[src/rtl/rtc_guard_pkg.sv]
package rtc_guard_pkg;

    // Bit positions in the configuration byte (decoded by software).
    localparam int unsigned CFG_BIT_HI_EN   = 2;
    localparam int unsigned CFG_BIT_LOCK_LO = 3;
    localparam int unsigned CFG_BIT_LOCK_HI = 4;

    typedef enum logic [2:0] {
        PT_NONE   = 3'd0,
        PT_LO_IDX = 3'd1,
        PT_LO_DAT = 3'd2,
        PT_HI_IDX = 3'd3,
        PT_HI_DAT = 3'd4
    } port_kind_e;

    typedef struct packed {
        logic lock_hi;
        logic lock_lo;
        logic hi_en;
    } cfg_t;

    typedef struct packed {
        logic rvalid;
        logic pass;
    } rd_track_t;

endpackage

[src/rtl/rtc_cfg_reg.sv]
module rtc_cfg_reg
    import rtc_guard_pkg::*;
#(
    parameter int unsigned DATA_W = 8
) (
    input  logic              clk,
    input  logic              rst_n,
    input  logic              cfg_we,
    input  logic [DATA_W-1:0] cfg_wdata,
    output logic [DATA_W-1:0] cfg_rdata,
    output logic              hi_en,
    output logic              lock_lo,
    output logic              lock_hi
);

    cfg_t cfg_d, cfg_q;
    logic rsvd_unused;

    // Only three bits carry state; the rest are dropped on purpose.
    assign rsvd_unused = ^{cfg_wdata[DATA_W-1:CFG_BIT_LOCK_HI+1],
                           cfg_wdata[CFG_BIT_HI_EN-1:0]};

    always_comb begin
        cfg_d = cfg_q;
        if (cfg_we) begin
            cfg_d.hi_en   = cfg_wdata[CFG_BIT_HI_EN];
            cfg_d.lock_lo = cfg_q.lock_lo | cfg_wdata[CFG_BIT_LOCK_LO];
            cfg_d.lock_hi = cfg_q.lock_hi | cfg_wdata[CFG_BIT_LOCK_HI];
        end
    end

    always_ff @(posedge clk or negedge rst_n) begin
        if (!rst_n) cfg_q <= '0;
        else        cfg_q <= cfg_d;
    end

    always_comb begin
        cfg_rdata                  = '0;
        cfg_rdata[CFG_BIT_HI_EN]   = cfg_q.hi_en;
        cfg_rdata[CFG_BIT_LOCK_LO] = cfg_q.lock_lo;
        cfg_rdata[CFG_BIT_LOCK_HI] = cfg_q.lock_hi;
    end

    assign hi_en   = cfg_q.hi_en;
    assign lock_lo = cfg_q.lock_lo;
    assign lock_hi = cfg_q.lock_hi;

    AST_LOCK_LO_STICKY: assert property (@(posedge clk) disable iff (!rst_n)
        lock_lo |=> lock_lo);
    AST_LOCK_HI_STICKY: assert property (@(posedge clk) disable iff (!rst_n)
        lock_hi |=> lock_hi);
    AST_HI_EN_FOLLOWS: assert property (@(posedge clk) disable iff (!rst_n)
        cfg_we |=> (hi_en == $past(cfg_wdata[CFG_BIT_HI_EN])));
    AST_RSVD_ZERO: assert property (@(posedge clk) disable iff (!rst_n)
        (cfg_rdata[DATA_W-1:CFG_BIT_LOCK_HI+1] == '0)
        && (cfg_rdata[CFG_BIT_HI_EN-1:0] == '0));

endmodule

[src/rtl/rtc_port_decode.sv]
module rtc_port_decode
    import rtc_guard_pkg::*;
#(
    parameter int unsigned   PORT_W    = 8,
    parameter int unsigned   IDX_W     = 7,
    parameter logic [7:0]    PORT_BASE = 8'h70
) (
    input  logic              clk,
    input  logic              rst_n,
    input  logic              io_valid,
    input  logic              io_write,
    input  logic [PORT_W-1:0] io_addr,
    input  logic [IDX_W-1:0]  idx_wdata,
    input  logic              hi_en,
    output port_kind_e        kind,
    output logic [IDX_W-1:0]  lo_idx,
    output logic [IDX_W-1:0]  hi_idx
);

    localparam logic [PORT_W-1:0] P_LO_IDX = PORT_W'(PORT_BASE);
    localparam logic [PORT_W-1:0] P_LO_DAT = PORT_W'(PORT_BASE + 8'd1);
    localparam logic [PORT_W-1:0] P_HI_IDX = PORT_W'(PORT_BASE + 8'd2);
    localparam logic [PORT_W-1:0] P_HI_DAT = PORT_W'(PORT_BASE + 8'd3);

    typedef struct packed {
        logic [IDX_W-1:0] lo;
        logic [IDX_W-1:0] hi;
    } idx_regs_t;

    idx_regs_t idx_d, idx_q;

    always_comb begin
        kind = PT_NONE;
        if (io_valid) begin
            unique case (io_addr)
                P_LO_IDX: kind = PT_LO_IDX;
                P_LO_DAT: kind = PT_LO_DAT;
                P_HI_IDX: kind = PT_HI_IDX;
                P_HI_DAT: kind = PT_HI_DAT;
                default:  kind = PT_NONE;
            endcase
        end
    end

    always_comb begin
        idx_d = idx_q;
        if (io_write) begin
            if (kind == PT_LO_IDX)           idx_d.lo = idx_wdata;
            if (kind == PT_HI_IDX && hi_en)  idx_d.hi = idx_wdata;
        end
    end

    always_ff @(posedge clk or negedge rst_n) begin
        if (!rst_n) idx_q <= '0;
        else        idx_q <= idx_d;
    end

    assign lo_idx = idx_q.lo;
    assign hi_idx = idx_q.hi;

    AST_HI_IDX_HOLD: assert property (@(posedge clk) disable iff (!rst_n)
        !hi_en |=> $stable(hi_idx));
    AST_LO_IDX_LATCH: assert property (@(posedge clk) disable iff (!rst_n)
        (io_valid && io_write && io_addr == P_LO_IDX)
        |=> (lo_idx == $past(idx_wdata)));

endmodule

[src/rtl/rtc_ram_ctl.sv]
module rtc_ram_ctl
    import rtc_guard_pkg::*;
#(
    parameter int unsigned      DATA_W     = 8,
    parameter int unsigned      IDX_W      = 7,
    parameter logic [IDX_W-1:0] LOCK_FIRST = 7'h38,
    parameter logic [IDX_W-1:0] LOCK_LAST  = 7'h3F,
    localparam int unsigned     ADDR_W     = IDX_W + 1
) (
    input  logic              clk,
    input  logic              rst_n,
    input  port_kind_e        kind,
    input  logic              io_write,
    input  logic [DATA_W-1:0] io_wdata,
    input  logic [IDX_W-1:0]  lo_idx,
    input  logic [IDX_W-1:0]  hi_idx,
    input  logic              hi_en,
    input  logic              lock_lo,
    input  logic              lock_hi,
    input  logic [DATA_W-1:0] ram_rdata,
    output logic [ADDR_W-1:0] ram_addr,
    output logic              ram_we,
    output logic              ram_re,
    output logic [DATA_W-1:0] ram_wdata,
    output logic              io_rvalid,
    output logic [DATA_W-1:0] io_rdata
);

    logic             sel_hi;
    logic [IDX_W-1:0] cur_idx;
    logic             in_win;
    logic             bank_locked;
    logic             bank_open;
    logic             is_data;
    logic             pass;

    rd_track_t rd_d, rd_q;

    always_comb begin
        sel_hi      = (kind == PT_HI_DAT);
        cur_idx     = sel_hi ? hi_idx : lo_idx;
        in_win      = (cur_idx >= LOCK_FIRST) && (cur_idx <= LOCK_LAST);
        bank_locked = sel_hi ? lock_hi : lock_lo;
        bank_open   = !sel_hi || hi_en;
        is_data     = (kind == PT_LO_DAT) || (kind == PT_HI_DAT);
        pass        = is_data && bank_open && !(in_win && bank_locked);
    end

    assign ram_addr  = {sel_hi, cur_idx};
    assign ram_we    = pass && io_write;
    assign ram_re    = pass && !io_write;
    assign ram_wdata = io_wdata;

    always_comb begin
        rd_d        = rd_q;
        rd_d.rvalid = (kind != PT_NONE) && !io_write;
        rd_d.pass   = ram_re;
    end

    always_ff @(posedge clk or negedge rst_n) begin
        if (!rst_n) rd_q <= '0;
        else        rd_q <= rd_d;
    end

    assign io_rvalid = rd_q.rvalid;
    assign io_rdata  = rd_q.rvalid ? (rd_q.pass ? ram_rdata : '1) : '0;

    AST_STROBE_EXCL: assert property (@(posedge clk) disable iff (!rst_n)
        !(ram_we && ram_re));
    AST_NO_LOCKED_ACCESS: assert property (@(posedge clk) disable iff (!rst_n)
        (ram_we || ram_re) |->
        !((ram_addr[IDX_W-1:0] >= LOCK_FIRST) && (ram_addr[IDX_W-1:0] <= LOCK_LAST)
          && (ram_addr[IDX_W] ? lock_hi : lock_lo)));
    AST_UPPER_GATED: assert property (@(posedge clk) disable iff (!rst_n)
        ((ram_we || ram_re) && ram_addr[IDX_W]) |-> hi_en);
    AST_RVALID_FOLLOWS: assert property (@(posedge clk) disable iff (!rst_n)
        ((kind != PT_NONE) && !io_write) |=> io_rvalid);
    AST_BLOCKED_FF: assert property (@(posedge clk) disable iff (!rst_n)
        (io_rvalid && !$past(ram_re)) |-> (io_rdata == '1));

endmodule

[src/rtl/rtc_ram_guard.sv]
module rtc_ram_guard
    import rtc_guard_pkg::*;
#(
    parameter int unsigned DATA_W    = 8,
    parameter int unsigned PORT_W    = 8,
    parameter int unsigned IDX_W     = 7,
    parameter logic [7:0]  PORT_BASE = 8'h70,
    localparam int unsigned ADDR_W   = IDX_W + 1
) (
    input  logic              clk,
    input  logic              rst_n,
    input  logic              cfg_we,
    input  logic [DATA_W-1:0] cfg_wdata,
    output logic [DATA_W-1:0] cfg_rdata,
    input  logic              io_valid,
    input  logic              io_write,
    input  logic [PORT_W-1:0] io_addr,
    input  logic [DATA_W-1:0] io_wdata,
    output logic              io_rvalid,
    output logic [DATA_W-1:0] io_rdata,
    output logic [ADDR_W-1:0] ram_addr,
    output logic              ram_we,
    output logic              ram_re,
    output logic [DATA_W-1:0] ram_wdata,
    input  logic [DATA_W-1:0] ram_rdata
);

    logic             hi_en, lock_lo, lock_hi;
    port_kind_e       kind;
    logic [IDX_W-1:0] lo_idx, hi_idx;

    rtc_cfg_reg #(.DATA_W(DATA_W)) u_cfg (
        .clk       (clk),
        .rst_n     (rst_n),
        .cfg_we    (cfg_we),
        .cfg_wdata (cfg_wdata),
        .cfg_rdata (cfg_rdata),
        .hi_en     (hi_en),
        .lock_lo   (lock_lo),
        .lock_hi   (lock_hi)
    );

    rtc_port_decode #(
        .PORT_W    (PORT_W),
        .IDX_W     (IDX_W),
        .PORT_BASE (PORT_BASE)
    ) u_dec (
        .clk       (clk),
        .rst_n     (rst_n),
        .io_valid  (io_valid),
        .io_write  (io_write),
        .io_addr   (io_addr),
        .idx_wdata (io_wdata[IDX_W-1:0]),
        .hi_en     (hi_en),
        .kind      (kind),
        .lo_idx    (lo_idx),
        .hi_idx    (hi_idx)
    );

    rtc_ram_ctl #(
        .DATA_W (DATA_W),
        .IDX_W  (IDX_W)
    ) u_ctl (
        .clk       (clk),
        .rst_n     (rst_n),
        .kind      (kind),
        .io_write  (io_write),
        .io_wdata  (io_wdata),
        .lo_idx    (lo_idx),
        .hi_idx    (hi_idx),
        .hi_en     (hi_en),
        .lock_lo   (lock_lo),
        .lock_hi   (lock_hi),
        .ram_rdata (ram_rdata),
        .ram_addr  (ram_addr),
        .ram_we    (ram_we),
        .ram_re    (ram_re),
        .ram_wdata (ram_wdata),
        .io_rvalid (io_rvalid),
        .io_rdata  (io_rdata)
    );

endmodule

[config.mk]
export PLATFORM = sky130hd
export DESIGN_NAME = rtc_ram_guard
export DESIGN_NICKNAME = d
export VERILOG_FILES = /design/src/rtl/rtc_guard_pkg.sv /design/src/rtl/rtc_cfg_reg.sv /design/src/rtl/rtc_port_decode.sv /design/src/rtl/rtc_ram_ctl.sv /design/src/rtl/rtc_ram_guard.sv
export SDC_FILE = /design/constraint.sdc
export NUM_CORES = 1
export LEC_CHECK = 0
export ABC_AREA = 0
export BUFFER_PORTS_ARGS = -buffer_cell sky130_fd_sc_hd__buf_2
export CAP_MARGIN = 10
export CORE_UTILIZATION = 45
export DETAILED_ROUTE_END_ITERATION = 10
export PLACE_DENSITY = 0.81
export SYNTH_ARGS = -nofsm -noshare
export SYNTH_HDL_FRONTEND = slang
export SYNTH_SLANG_ARGS = --single-unit
export TNS_END_PERCENT = 5
[constraint.sdc]
create_clock -name clk -period 3.4 [get_ports clk]
set_clock_uncertainty 0.05 [all_clocks]
set_input_delay 0.51 -clock clk [delete_from_list [all_inputs] [get_ports clk]]
set_output_delay 0.51 -clock clk [all_outputs]
set_load 0.05 [all_outputs]
# Yosys cells after proc, flatten, opt, wreduce, memory -nomap -nowiden
# Index checks and enable logic that the tools add are counted.
dict set report op_classes {
  n_addsub 0
  n_mul 0
  div_mod_pow 0
  magnitude_cmp 2
  eq_ne 8
  n_shift 0
  muxes 6
  n_bitwise 2
  n_reduce_logical 16
}
# cell count
set ops {}
lappend ops {{equality test 8 x 7 -> 1 bit, second input constant} 4}
lappend ops {{two-way mux 8 bit} 2}
lappend ops {{one-hot mux 3 bit (4 select lines)} 1}
lappend ops {{logical AND 1 bit} 8}
lappend ops {{greater-or-equal comparator 7 x 6 -> 1 bit, second input constant} 1}
lappend ops {{less-or-equal comparator 7 x 6 -> 1 bit, second input constant} 1}
lappend ops {{two-way mux 7 bit} 1}
lappend ops {{equality test 3 x 2 -> 1 bit, second input constant} 2}
lappend ops {{AND reduction 2 bit} 2}
lappend ops {{equality test 3 x 1 -> 1 bit, second input constant} 1}
lappend ops {{equality test 3 bit, second input constant} 1}
lappend ops {{logical NOT 1 bit} 3}
lappend ops {{two-way mux 3 bit} 1}
lappend ops {{nonzero test 3 bit} 1}
lappend ops {{logical OR 1 bit} 2}
lappend ops {{OR 1 bit} 2}
lappend ops {{two-way mux 1 bit} 1}
dict set report word_totals {
  reg_bits 19
  latchBits 0
  ramBits 0
  rom_bits 0
  input_bits 37
  memories 0
}

# Longest topological paths before layout
# Gate-level depths: netlist of the first run.
dict set report logic_depth {
  ltp_word 11
  ltp_mapped 5
  ltp_nobuf 4
}

# By module
# Synthesis of the first run repeated with hierarchy kept, for this count alone.
dict set report hier_totals {
  cells_unflattened 103
  area_unflattened_um2 1213.7
}
# module n_inst cells_each area_per_inst_um2
set modules_own_cells {}
lappend modules_own_cells {rtc_port_decode 1 41 628.1}
lappend modules_own_cells {rtc_ram_ctl 1 47 414.1}
lappend modules_own_cells {rtc_cfg_reg 1 15 171.4}

# Worst setup path before layout of the first run
# Ideal clock, no wire load.
dict set report synth_path {
  path_type {input to output}
  startpoint {input io_addr[2]}
  endpoint {output ram_we}
  t_arrival_ns 2.402
  required_time_ns 2.840
  path_slack_ns 0.438
  path_stages 4
  path_buffers 1
  cell_sequence {nand4bb_1 > or3_1 > buf_6 > a211oi_1}
}
dict set report synth_between {
  elab_chain_cells 11
  word_cells_on_any_way 21
}
# element line_no
set synth_rtl {}
lappend synth_rtl {{from (decl)} rtc_ram_guard.sv:17} ;# input logic [PORT_W-1:0] io_addr,
lappend synth_rtl {{equality test 8 x 7 -> 1 bit} rtc_port_decode.sv:35} ;# unique case (io_addr)
lappend synth_rtl {{one-hot mux 3 bit (4 select lines) (*)} rtc_port_decode.sv:35}
lappend synth_rtl {{two-way mux 3 bit (*)} rtc_port_decode.sv:34} ;# if (io_valid) begin
lappend synth_rtl {{equality test 3 bit} {rtc_ram_ctl.sv:40, rtc_ram_ctl.sv:45}}
lappend synth_rtl {{two-way mux 7 bit} rtc_ram_ctl.sv:41} ;# cur_idx = sel_hi ? hi_idx : lo_idx;
lappend synth_rtl {{greater-or-equal comparator 7 x 6 -> 1 bit / less-or-equal comparator 7 x 6 -> 1 bit (equally long branches)} rtc_ram_ctl.sv:42} ;# in_win = (cur_idx >= LOCK_FIRST) && (cur_idx <= LOCK_LAST);
lappend synth_rtl {{logical AND 1 bit} rtc_ram_ctl.sv:42}
lappend synth_rtl {{logical AND 1 bit} rtc_ram_ctl.sv:46} ;# pass = is_data && bank_open && !(in_win && bank_locked);
lappend synth_rtl {{logical NOT 1 bit} rtc_ram_ctl.sv:46}
lappend synth_rtl {{logical AND 1 bit (*)} rtc_ram_ctl.sv:46}
lappend synth_rtl {{logical AND 1 bit (*)} rtc_ram_ctl.sv:50} ;# assign ram_we = pass && io_write;
lappend synth_rtl {{to (decl)} rtc_ram_guard.sv:22} ;# output logic ram_we,
# Every way passes the cells marked *; elsewhere a longest branch is shown, timed or not.

# Final worst setup path of the first run
dict set report layout_path {
  startpoint {input io_addr[2]}
  endpoint {output ram_re}
}
dict set report layout_between {
  elab_chain_cells 11
  word_cells_on_any_way 21
}
# element line_no
set layout_rtl {}
lappend layout_rtl {{equality test 8 x 7 -> 1 bit} rtc_port_decode.sv:35}
lappend layout_rtl {{one-hot mux 3 bit (4 select lines) (*)} rtc_port_decode.sv:35}
lappend layout_rtl {{two-way mux 3 bit (*)} rtc_port_decode.sv:34}
lappend layout_rtl {{equality test 3 bit} {rtc_ram_ctl.sv:40, rtc_ram_ctl.sv:45}}
lappend layout_rtl {{two-way mux 7 bit} rtc_ram_ctl.sv:41}
lappend layout_rtl {{greater-or-equal comparator 7 x 6 -> 1 bit / less-or-equal comparator 7 x 6 -> 1 bit (equally long branches)} rtc_ram_ctl.sv:42}
lappend layout_rtl {{logical AND 1 bit} rtc_ram_ctl.sv:42}
lappend layout_rtl {{logical AND 1 bit} rtc_ram_ctl.sv:46}
lappend layout_rtl {{logical NOT 1 bit} rtc_ram_ctl.sv:46}
lappend layout_rtl {{logical AND 1 bit (*)} rtc_ram_ctl.sv:46}
lappend layout_rtl {{logical AND 1 bit (*)} rtc_ram_ctl.sv:51} ;# assign ram_re = pass && !io_write;
lappend layout_rtl {{to (decl)} rtc_ram_guard.sv:23} ;# output logic ram_re,
# Marks and branches as above.

==> results of run 1 <==
metal layers:
metal	up-vias	GRT usage [%]	routed length [um]
met2	51	35.26	1126
met1	427	20.93	978
met4	0	4.505	10
met5	-	0	0
li1	425	-	-
met3	2	3.216	182
through the flow:
stage | total power, mW | worst slack [ns] | instances | instance area (sq um) | utilization [%]
after detailed placement | 0.3295 | 0.6949 | 174 | 1333 | 58.55
after floorplan | 0.3095 | 0.4383 | 105 | 1141 | -
after global placement | 0.3268 | 0.7535 | 174 | 1333 | 58.55
after CTS | 0.4392 | 0.6968 | 178 | 1359 | 59.70
final | 0.4342 | 0.7028 | 178 | 1359 | 59.70
after global routing | 0.4575 | 0.5771 | 178 | 1359 | 59.70
cell type report:
class / count / area share (%)
Clock buffer: 4 / 1.934
Multi-Input combinational cell: 58 / 36.00
Sequential cell: 19 / 34.99
Timing Repair Buffer: 59 / 21.73
Inverter: 10 / 2.762
Tap cell: 28 / 2.578
layout by cell type (no fill, tap or decap), drive strengths merged, types with 2 or more instances in the layout:
cell     n
conb     5
buf     59
mux2    22
a21boi   8
nand2    5
inv     10
a21o     2
dfrtp   19
nand4b   2
clkbuf   4
nor2     2
worst reg2reg max path: cells and delay by family, from the launching register on:
| kind | cells | cell delay (ns) |
|---|---|---|
| muxes | 1 | 0.40 |
| and+or+nand+nor | 2 | 0.60 |
| DFF | 1 | 0.41 |
path summary, 6_finish.rpt:
kind | endpoint | slack, ns | cells after the start
worst max-delay path | ram_re | 0.70 | 5
worst min-delay path | u_dec.lo_idx[3]$_DFFE_PN0P_ | 0.09 | 1
worst max register to register | u_dec.hi_idx[1]$_DFFE_PN0P_ | 1.83 | 3
worst min register to register | u_cfg.lock_lo$_DFFE_PN0P_ | 0.45 | 1
max in group asynchronous | u_dec.lo_idx[5]$_DFFE_PN0P_ | 2.91 | 1
min in group clk | u_cfg.lock_lo$_DFFE_PN0P_ | 0.38 | 2
cells by family (layout without fill, tap and decap cells):
| logic type | after synthesis | in the layout |
|---|---|---|
| muxes | 22 | 22 |
| buffers and inverters | 28 | 73 |
| DFF | 19 | 19 |
| and+or+nand+nor | 17 | 17 |
| AOI/OAI and AO/OA | 14 | 14 |
| other | 1 | 5 |
power breakdown:
group,switching (mW),internal [mW],total [mW]
Combinational,0.0638,0.0270,0.0907
Clock,0.0640,0.0455,0.110
Sequential,0.00344,0.231,0.234
Total,0.131,0.303,0.434
flip-flops by register name (all words and copies together), names as in the netlist:
name / flops
u_dec.hi_idx: 7
u_dec.lo_idx: 7
u_cfg.hi_en: 1
u_cfg.lock_hi: 1
u_cfg.lock_lo: 1
u_ctl.io_rvalid: 1
u_ctl.rd_q: 1
==> flow_summary.yaml, run 1 <==
synthesis:
  post_synthesis_register_bit_count: 19
  yosys.area_share.xor_xnor_pct: 0
  synth-compound-area-share_pct: 9.889
  synthTopCellsByCount: "mux2_2 (22), dfrtp_1 (19), buf_4 (17)"
  yosysTopAreaCellShare_pct: 42.22
  synth_largest_area_cell: "dfrtp_1"
  number_of_synthesized_flops_with_an_enable_pin: 0
  post_synth_and_or_nand_nor_area_fraction_pct: 9.889
  synthCells: 101
  yosys-mux-area-fraction_pct: 22.00
  yosysWarnings: 0
  syn_area_per_cell_sq_um: 11.15
  most_used_flip_flop_cell_after_synthesis: "dfrtp_1"
  post_synth_design_cell_area_sq_um: 1126
  post-synth-top-count-cell: "mux2_2"
  ys_types: 24
  top_cells_by_area_synth: "dfrtp_1 (42%), mux2_2 (22%), buf_4 (11%)"
  async_reset_ff_share_pct: 100.0
  seq_area_frac_synth_pct: 42.22
  main_combinational_cell_family_by_area_after_synthesis: "multiplexers"
  post_synth_fa_ha_maj_area_fraction_pct: 0
cts:
  post-cts-setup-buffers: 0
  cts_hold_repair.buffers: 0
  post_cts_resized: 0
  cts_num_sinks: 19
  cts_buffer_depth: 2
  reg_clk_slew_reported_paths_ns: 0.11
  insertion_delay_ns: 0.29
  tritoncts.num_buffers: 3
  root_buffer: "clkbuf_4"
  htree_num_levels: 1
  cts_tree: "yes"
worst_setup_path:
  critical_path_class: "in -> out"
  cp_max_fo: 7
  timing.critical_path.from: "io_addr[2]"
  path_cells: "buf_2 > nand4bb_1 > or3_1 > a2111oi_2 > buf_2"
  regToRegStartpoint: "u_cfg.hi_en$_DFFE_PN0P_"
  cp.buffers_inverters: 2
  critPathCaptureType: "output port"
  crit_slowest_cell: "or3_1"
  cp_data_required_time_ns: 2.84
  setup.worst_path.start_class: "primary input"
  worst-endpoint-arrival_ns: 2.14
  cp_common_cell: "buf_2"
  crit_path_max_delay_family: "simple AND/OR/NAND/NOR gates"
  cpPeakStageDelay_ns: 0.56
routing:
  routed_wirelength_um: 2297
  detail_route.wl_per_cell_um: 12.90
  avgViaCountPerCell: 5.084
  detailed_route_drc_error_count: 0
  detailed_routing_iterations_pass_1: 4
  count_of_vias_placed_by_the_detailed_router: 905
  antenna_left: 0
  first_iter_violations: 6
outcome:
  outcome: "complete, no violations"
global_routing:
  global_route.overflow_total: 0
  antenna_found_initial: 0
  groute.usage.overall_pct: 18.53
  wire_length_of_the_first_global_routing_pass_um: 3677
  grt_max_degree: 20
  vias_in_the_first_global_route: 856
die:
  die_y_um: 52.03
  count_of_boundary_i_o_pins: 72
  number_of_placement_rows: 17
  core_region_area_sq_um: 2276
  die-area_sq_um: 2707
  die_x_um: 52.03
  floorplan.initialDensity_pct: 49.48
power:
  cellLeakagePower_nw: 0.7693
  power_density_nw_per_um2: 319.6
  vdd_drop_max_v: 0.0002383
timing:
  setup_repair_after_global_routing_missed_its_margin: "false"
  setup_viol_count_final: 0
  setup_tns_ns: 0
  slew_headroom_pct: 59.56
  worst_slew_pin_slew_ns: 0.6033
  final_period_minus_worst_setup_slack_ns: 2.697
  timing.final.max_slew_violations: 0
  report.final.hold_viol_count: 0
  fin_hold_ws_ns: 0.09138
  max_freq_mhz: 370.8
  finalCritPeriodShare_pct: 79.33
flow_run:
  max_cap_viol_count: 0
final_layout:
  drive_gt1_share_pct: 58.67
  antenna_cells_inserted: 0
  multiInputGateArea_sq_um: 489.2
  finalNetCount: 188
  final-seq-area_sq_um: 475.5
  n_fill_cell: 203
  syn2layout_area_growth_pct: 20.67
place:
  place.gp.congestion: 0.7551
  buffer_ports.inserted: 59
  dp_hpwl_um: 1858
min_path:
  hp-class: "in -> async"
Power figures use the tool's default switching activity.
==> inputs of run 2 (changes only) <==
--- a/config.mk
+++ b/config.mk
@@ -5,12 +5,12 @@
 export SDC_FILE = /design/constraint.sdc
 export NUM_CORES = 1
 export LEC_CHECK = 0
-export ABC_AREA = 0
+export ABC_AREA = 1
 export BUFFER_PORTS_ARGS = -buffer_cell sky130_fd_sc_hd__buf_2
 export CAP_MARGIN = 10
-export CORE_UTILIZATION = 45
+export CORE_UTILIZATION = 39
 export DETAILED_ROUTE_END_ITERATION = 10
-export PLACE_DENSITY = 0.81
+export PLACE_DENSITY = 0.72
 export SYNTH_ARGS = -nofsm -noshare
 export SYNTH_HDL_FRONTEND = slang
 export SYNTH_SLANG_ARGS = --single-unit
==> constraint.sdc (replaced) <==
create_clock -name clk -period 2.2 [get_ports clk]
set_clock_uncertainty 0.05 [all_clocks]
set_input_delay 0.33 -clock clk [delete_from_list [all_inputs] [get_ports clk]]
set_output_delay 0.33 -clock clk [all_outputs]
set_load 0.05 [all_outputs]
==> run 2 against run 1 <==
Effect of this change: core utilization down 11 points; combinational power rose by 74%; synthesized area increased by 11%.
==> flow_summary.yaml, run 2 <==
place:
  place.gp.congestion: 0.6993
  dp_slack_ns: 0.1508
  buffer_ports.inserted: 59
  dp_hpwl_um: 1945
cts:
  cts_tree: "yes"
  cts_hold_repair.buffers: 1
  post-cts-setup-buffers: 0
  reg_clk_slew_reported_paths_ns: 0.11
  insertion_delay_ns: 0.30
  cts_num_sinks: 19
  root_buffer: "clkbuf_4"
  cts_buffer_depth: 2
  tritoncts.num_buffers: 3
  htree_num_levels: 1
  post_cts_resized: 0
die:
  die_y_um: 58.56
  count_of_boundary_i_o_pins: 72
  number_of_placement_rows: 20
  core_region_area_sq_um: 3053
  die_x_um: 58.56
  floorplan.initialDensity_pct: 40.86
  die-area_sq_um: 3429
min_path:
  worstHoldPathCells: 2
  hold_path_startpoint: "io_write"
  worst_hold_path.endpoint: "u_ctl.rd_q[0]$_DFF_PN0_"
  hp-class: "in -> reg"
timing:
  worst_slack_ns: 0.1786
  setup_repair_after_global_routing_missed_its_margin: "false"
  report.final.hold_viol_count: 0
  finalCritPeriodShare_pct: 91.88
  setup_viol_count_final: 0
  timing.final.max_slew_violations: 0
  final_period_minus_worst_setup_slack_ns: 2.021
  setup_tns_ns: 0
  max_freq_mhz: 494.7
routing:
  count_of_vias_placed_by_the_detailed_router: 1080
  first_iter_violations: 16
  detailed_route_drc_error_count: 0
  detail_route.wl_per_cell_um: 9.869
  avgViaCountPerCell: 4.408
  detailed_routing_iterations_pass_1: 4
  antenna_left: 0
  routed_wirelength_um: 2418
synthesis:
  yosysWarnings: 0
  synth_largest_area_cell: "dfrtp_1"
  post_synthesis_register_bit_count: 19
  synthTopCellsByCount: "nand2_1 (29), inv_1 (26), dfrtp_1 (19)"
  number_of_synthesized_flops_with_an_enable_pin: 0
  yosysTopAreaCellShare_pct: 38.11
  most_used_flip_flop_cell_after_synthesis: "dfrtp_1"
  post-synth-top-count-cell: "nand2_1"
  syn_area_per_cell_sq_um: 8.153
  post_synth_design_cell_area_sq_um: 1247
  ys_types: 25
  top_cells_by_area_synth: "dfrtp_1 (38%), buf_4 (10%), nand2_1 (8.7%)"
  synthCells: 153
  async_reset_ff_share_pct: 100.0
  seq_area_frac_synth_pct: 38.11
final_layout:
  syn2layout_area_growth_pct: 19.96
  antenna_cells_inserted: 0
  layout_common_cells: "buf_2 (59), nand2_1 (29), inv_1 (26)"
  finalNetCount: 239
  n_fill_cell: 339
  layout_commonest_cell: "buf_2"
  drive_gt1_share_pct: 46.27
worst_setup_path:
  regToRegStartpoint: "u_cfg.hi_en$_DFFE_PN0P_"
  setup.worst_path.start_class: "primary input"
  cp_common_cell: "buf_2"
  crit_slowest_cell: "o21bai_1"
  cp.buffers_inverters: 3
  reg2regPathDepth: 5
  crit_path_max_delay_family: "simple AND/OR/NAND/NOR gates"
  path_cells: "buf_2 > inv_1 > nand2_2 > nor2_8 > nand3_4 > o21ai_2 > nand2_1 > o21bai_1 > nor2_2 > buf_2"
  worst-r2r-setup-slack_ns: 0.88
  r2r-end: "u_dec.hi_idx[5]$_DFFE_PN0P_"
  worst-endpoint-arrival_ns: 1.64
  critPathCaptureType: "output port"
  cp_max_fo: 10
  cpPeakStageDelay_ns: 0.25
  cp_data_required_time_ns: 1.82
  critical_path_class: "in -> out"
power:
  design_power_total_mw: 0.7003
  cellLeakagePower_nw: 0.8659
  power_density_nw_per_um2: 467.9
  vdd_drop_max_v: 0.0004274
outcome:
  outcome: "complete, no violations"
global_routing:
  grt_max_degree: 20
  vias_in_the_first_global_route: 879
  global_route.overflow_total: 0
  antenna_found_initial: 0
  groute.usage.overall_pct: 14.61
  wire_length_of_the_first_global_routing_pass_um: 3774
flow_run:
  max_cap_viol_count: 0
## run 2: worst max path at each step
stage,startpoint,endpoint,slack (ns),cells past startpoint
global placement,io_addr[2],ram_re,0.17,10
finish,io_addr[2],ram_re,0.18,10
detailed placement,io_addr[2],ram_re,0.15,10
CTS,io_addr[2],ram_re,0.15,10
global route,io_addr[2],ram_re,0.03,11
floorplan,io_addr[2],ram_re,-0.03,9
## run 2: power breakdown
group | internal [mW] | leakage [nW] | switching, mW
combinational | 0.0424 | 0.600 | 0.116
sequential | 0.356 | 0.252 | 0.00459
clock | 0.0693 | 0.0139 | 0.113
total | 0.468 | 0.866 | 0.233
## run 2: per-stage QoR
| step | utilization, % | cells | cell area [sq um] | hold WS, ns |
|---|---|---|---|---|
| 5_1_grt | 49.02 | 245 | 1496 | 0.1582 |
| 4_1_cts | 49.02 | 245 | 1496 | 0.1664 |
| 3_3_place_gp | 47.70 | 240 | 1456 | 0.2394 |
| 6_report | 49.02 | 245 | 1496 | 0.1710 |
| 2_1_floorplan | - | 157 | 1267 | -0.01559 |
| 3_5_place_dp | 47.70 | 240 | 1456 | 0.2446 |
## run 2: routing by layer
metal  track usage (%)  vias to the layer above  wire [um]
met5                 0                        -          0
met4             2.041                        0          9
met3             5.934                        2        241
met2             25.78                       51       1129
met1             17.06                      474       1038
li1                  -                      553          -
## run 2: cell families after synthesis
family	Yosys count	synth area share, %
DFF	19	38.11
other	1	0.3006
and+or+nand+nor	57	25.88
AOI/OAI and AO/OA	28	13.94
buffers and inverters	48	21.76
## run 2: final cells by class
cell class	count	area, sq um	area share [%]
clock buffer	3	22.52	1.505
timing repair buffer	60	305.3	20.40
multi-input combinational	90	520.5	34.78
clock inverter	1	7.507	0.5017
tap	44	55.05	3.679
sequential	19	475.5	31.77
inverter	28	110.1	7.358
==> inputs of run 3 (changes only) <==
--- a/config.mk
+++ b/config.mk
@@ -11,6 +11,7 @@
 export CORE_UTILIZATION = 39
 export DETAILED_ROUTE_END_ITERATION = 10
 export PLACE_DENSITY = 0.72
+export SETUP_SLACK_MARGIN = 0.4
 export SYNTH_ARGS = -nofsm -noshare
 export SYNTH_HDL_FRONTEND = slang
 export SYNTH_SLANG_ARGS = --single-unit
==> run 3 against run 2 <==
Effect of this change: the flow now finishes with violations (design-rule violations); sequential share of layout area shrank 3.4 points; non-clock buffer count grew 10; core utilization grew 5.9 points; clock-buffer cell count grew 1; worst setup slack gained 0.13 ns.
==> flow_summary.yaml, run 3 (synthesis results as in run 2) <==
min_path:
  hold_path_startpoint: "io_write"
  hp-class: "in -> reg"
die:
  die_x_um: 58.56
  count_of_boundary_i_o_pins: 72
  die-area_sq_um: 3429
  floorplan.initialDensity_pct: 40.86
  core_region_area_sq_um: 3053
  number_of_placement_rows: 20
  die_y_um: 58.56
place:
  dp_hpwl_um: 1853
  buffer_ports.inserted: 59
  place.gp.congestion: 0.7691
  placement.cell_area_sq_um: 1498
power:
  share_comb_of_total_power_pct: 24.8
  share_seq_of_total_power_pct: 50.7
  p_int_mw: 0.4814
  switching_power_mw: 0.2294
  power_density_nw_per_um2: 424.3
  vdd_drop_max_v: 0.0002504
  cellLeakagePower_nw: 0.9395
  clkPwrFrac_pct: 24.5
  netSwitchingFraction_pct: 32.28
worst_setup_path:
  worst-endpoint-arrival_ns: 1.51
  critical_path_class: "in -> out"
  setup.worst_path.start_class: "primary input"
  critPathCaptureType: "output port"
  regToRegStartpoint: "u_cfg.hi_en$_DFFE_PN0P_"
  cp_max_fo: 8
  timing.critical_path.from: "io_addr[3]"
  cp_data_required_time_ns: 1.82
timing:
  max_freq_mhz: 528.9
  setup_repair_after_global_routing_missed_its_margin: "true"
  setup_tns_ns: 0
  timing.final.max_slew_violations: 0
  report.final.hold_viol_count: 0
  final_period_minus_worst_setup_slack_ns: 1.891
  finalCritPeriodShare_pct: 85.94
  setup_viol_count_final: 0
global_routing:
  global_route.overflow_total: 0
  groute.usage.overall_pct: 16.05
  vias_in_the_first_global_route: 1054
  wire_length_of_the_first_global_routing_pass_um: 4229
  grt_max_degree: 20
  antenna_found_initial: 0
cts:
  tritoncts.num_buffers: 3
  root_buffer: "clkbuf_4"
  cts_num_sinks: 19
  htree_num_levels: 1
  cts_buffer_depth: 2
  reg_clk_slew_reported_paths_ns: 0.10
  cts_tree: "yes"
  insertion_delay_ns: 0.29
flow_run:
  max_cap_viol_count: 0
final_layout:
  finalNetCount: 249
  layout_common_cells: "buf_2 (53), inv_1 (24), nand2_1 (22)"
  final_design_area_no_fill_sq_um: 1675
  syn2layout_area_growth_pct: 34.30
  layout_commonest_cell: "buf_2"
  antenna_cells_inserted: 0
  drive_gt1_share_pct: 53.55
routing:
  routed_wirelength_um: 2556
  detail_route.wl_per_cell_um: 10.02
  avgViaCountPerCell: 4.361
  first_iter_violations: 16
  antenna_left: 0
  detailed_route_drc_error_count: 1
  detailed_routing_iterations_pass_1: 7
  count_of_vias_placed_by_the_detailed_router: 1112
outcome:
  violations_in_the_final_reports: "design-rule violations"
  outcome: "finished with violations"
run 3: changes by cell type in the layout (fill, tap and decap cells not counted), sizes merged:
cell      before  now
buf           59   69
clkbuf         3    4
clkinvlp       1    0
run 3: worst paths after layout:
check	to	slack, ns	cells after the start
worst min-delay path	u_ctl.rd_q[0]$_DFF_PN0_	0.18	2
min in group asynchronous	u_dec.hi_idx[3]$_DFFE_PN0P_	0.44	2
worst min register to register	u_dec.lo_idx[5]$_DFFE_PN0P_	0.45	2
worst max register to register	u_dec.hi_idx[3]$_DFFE_PN0P_	0.92	5
worst max-delay path	ram_re	0.31	10
max in group asynchronous	u_cfg.lock_lo$_DFFE_PN0P_	1.36	2
run 3: power by group through the flow:
stage          registers, mW  clock network, mW  logic, mW
2_1_floorplan          0.366                  0      0.128
3_3_place_gp           0.367                  0      0.159
3_5_place_dp           0.367                  0      0.160
4_1_cts                0.360              0.184      0.177
5_1_grt                0.361              0.201      0.190
6_report               0.360              0.174      0.177
run 3: layout make-up:
class	count	area (sq um)
clock buffer	4	26.28
fill	317	1378
inverter	28	115.1
multi-input combinational	90	581.8
sequential	19	475.5
tap	44	55.05
timing repair buffer	70	421.7
run 3: timing repair:
action                     4_1_cts  5_1_grt
buffers inserted                 9        0
gates resized for setup         22        0
hold endpoints to repair        19        0
hold buffers                     1        0
pin swaps                       14        0
setup endpoints to repair        2        6
run 3: metrics by stage:
stage	setup WS, ns	total power, mW	utilization, %	instances	hold WS (ns)
CTS	0.3325	0.7209	54.88	255	0.1661
global placement	0.1441	0.5256	49.06	241	0.2403
finish	0.3093	0.7108	54.88	255	0.1779
floorplan	0.2065	0.4945	-	157	-0.01559
detailed placement	0.1390	0.5269	49.06	241	0.2429
global route	0.2444	0.7531	54.88	255	0.1661
run 3: worst max-delay path, stage by stage:
cell and delay [ns]:
buf_6 0.10, inv_4 0.04, nand2_4 0.06, nor2_8 0.15
nand3_4 0.17, o21ai_4 0.18, nand2_2 0.09, o21bai_4 0.18
nor2_4 0.06, buf_6 0.15
run 3: layer usage:
layer	GRT usage, %	vias to the layer above	part of all wire [%]
met5	0	-	0
met4	7.143	0	0.63
met3	3.736	2	8.5
met2	29.89	44	49
met1	17.18	491	41
li1	-	575	-
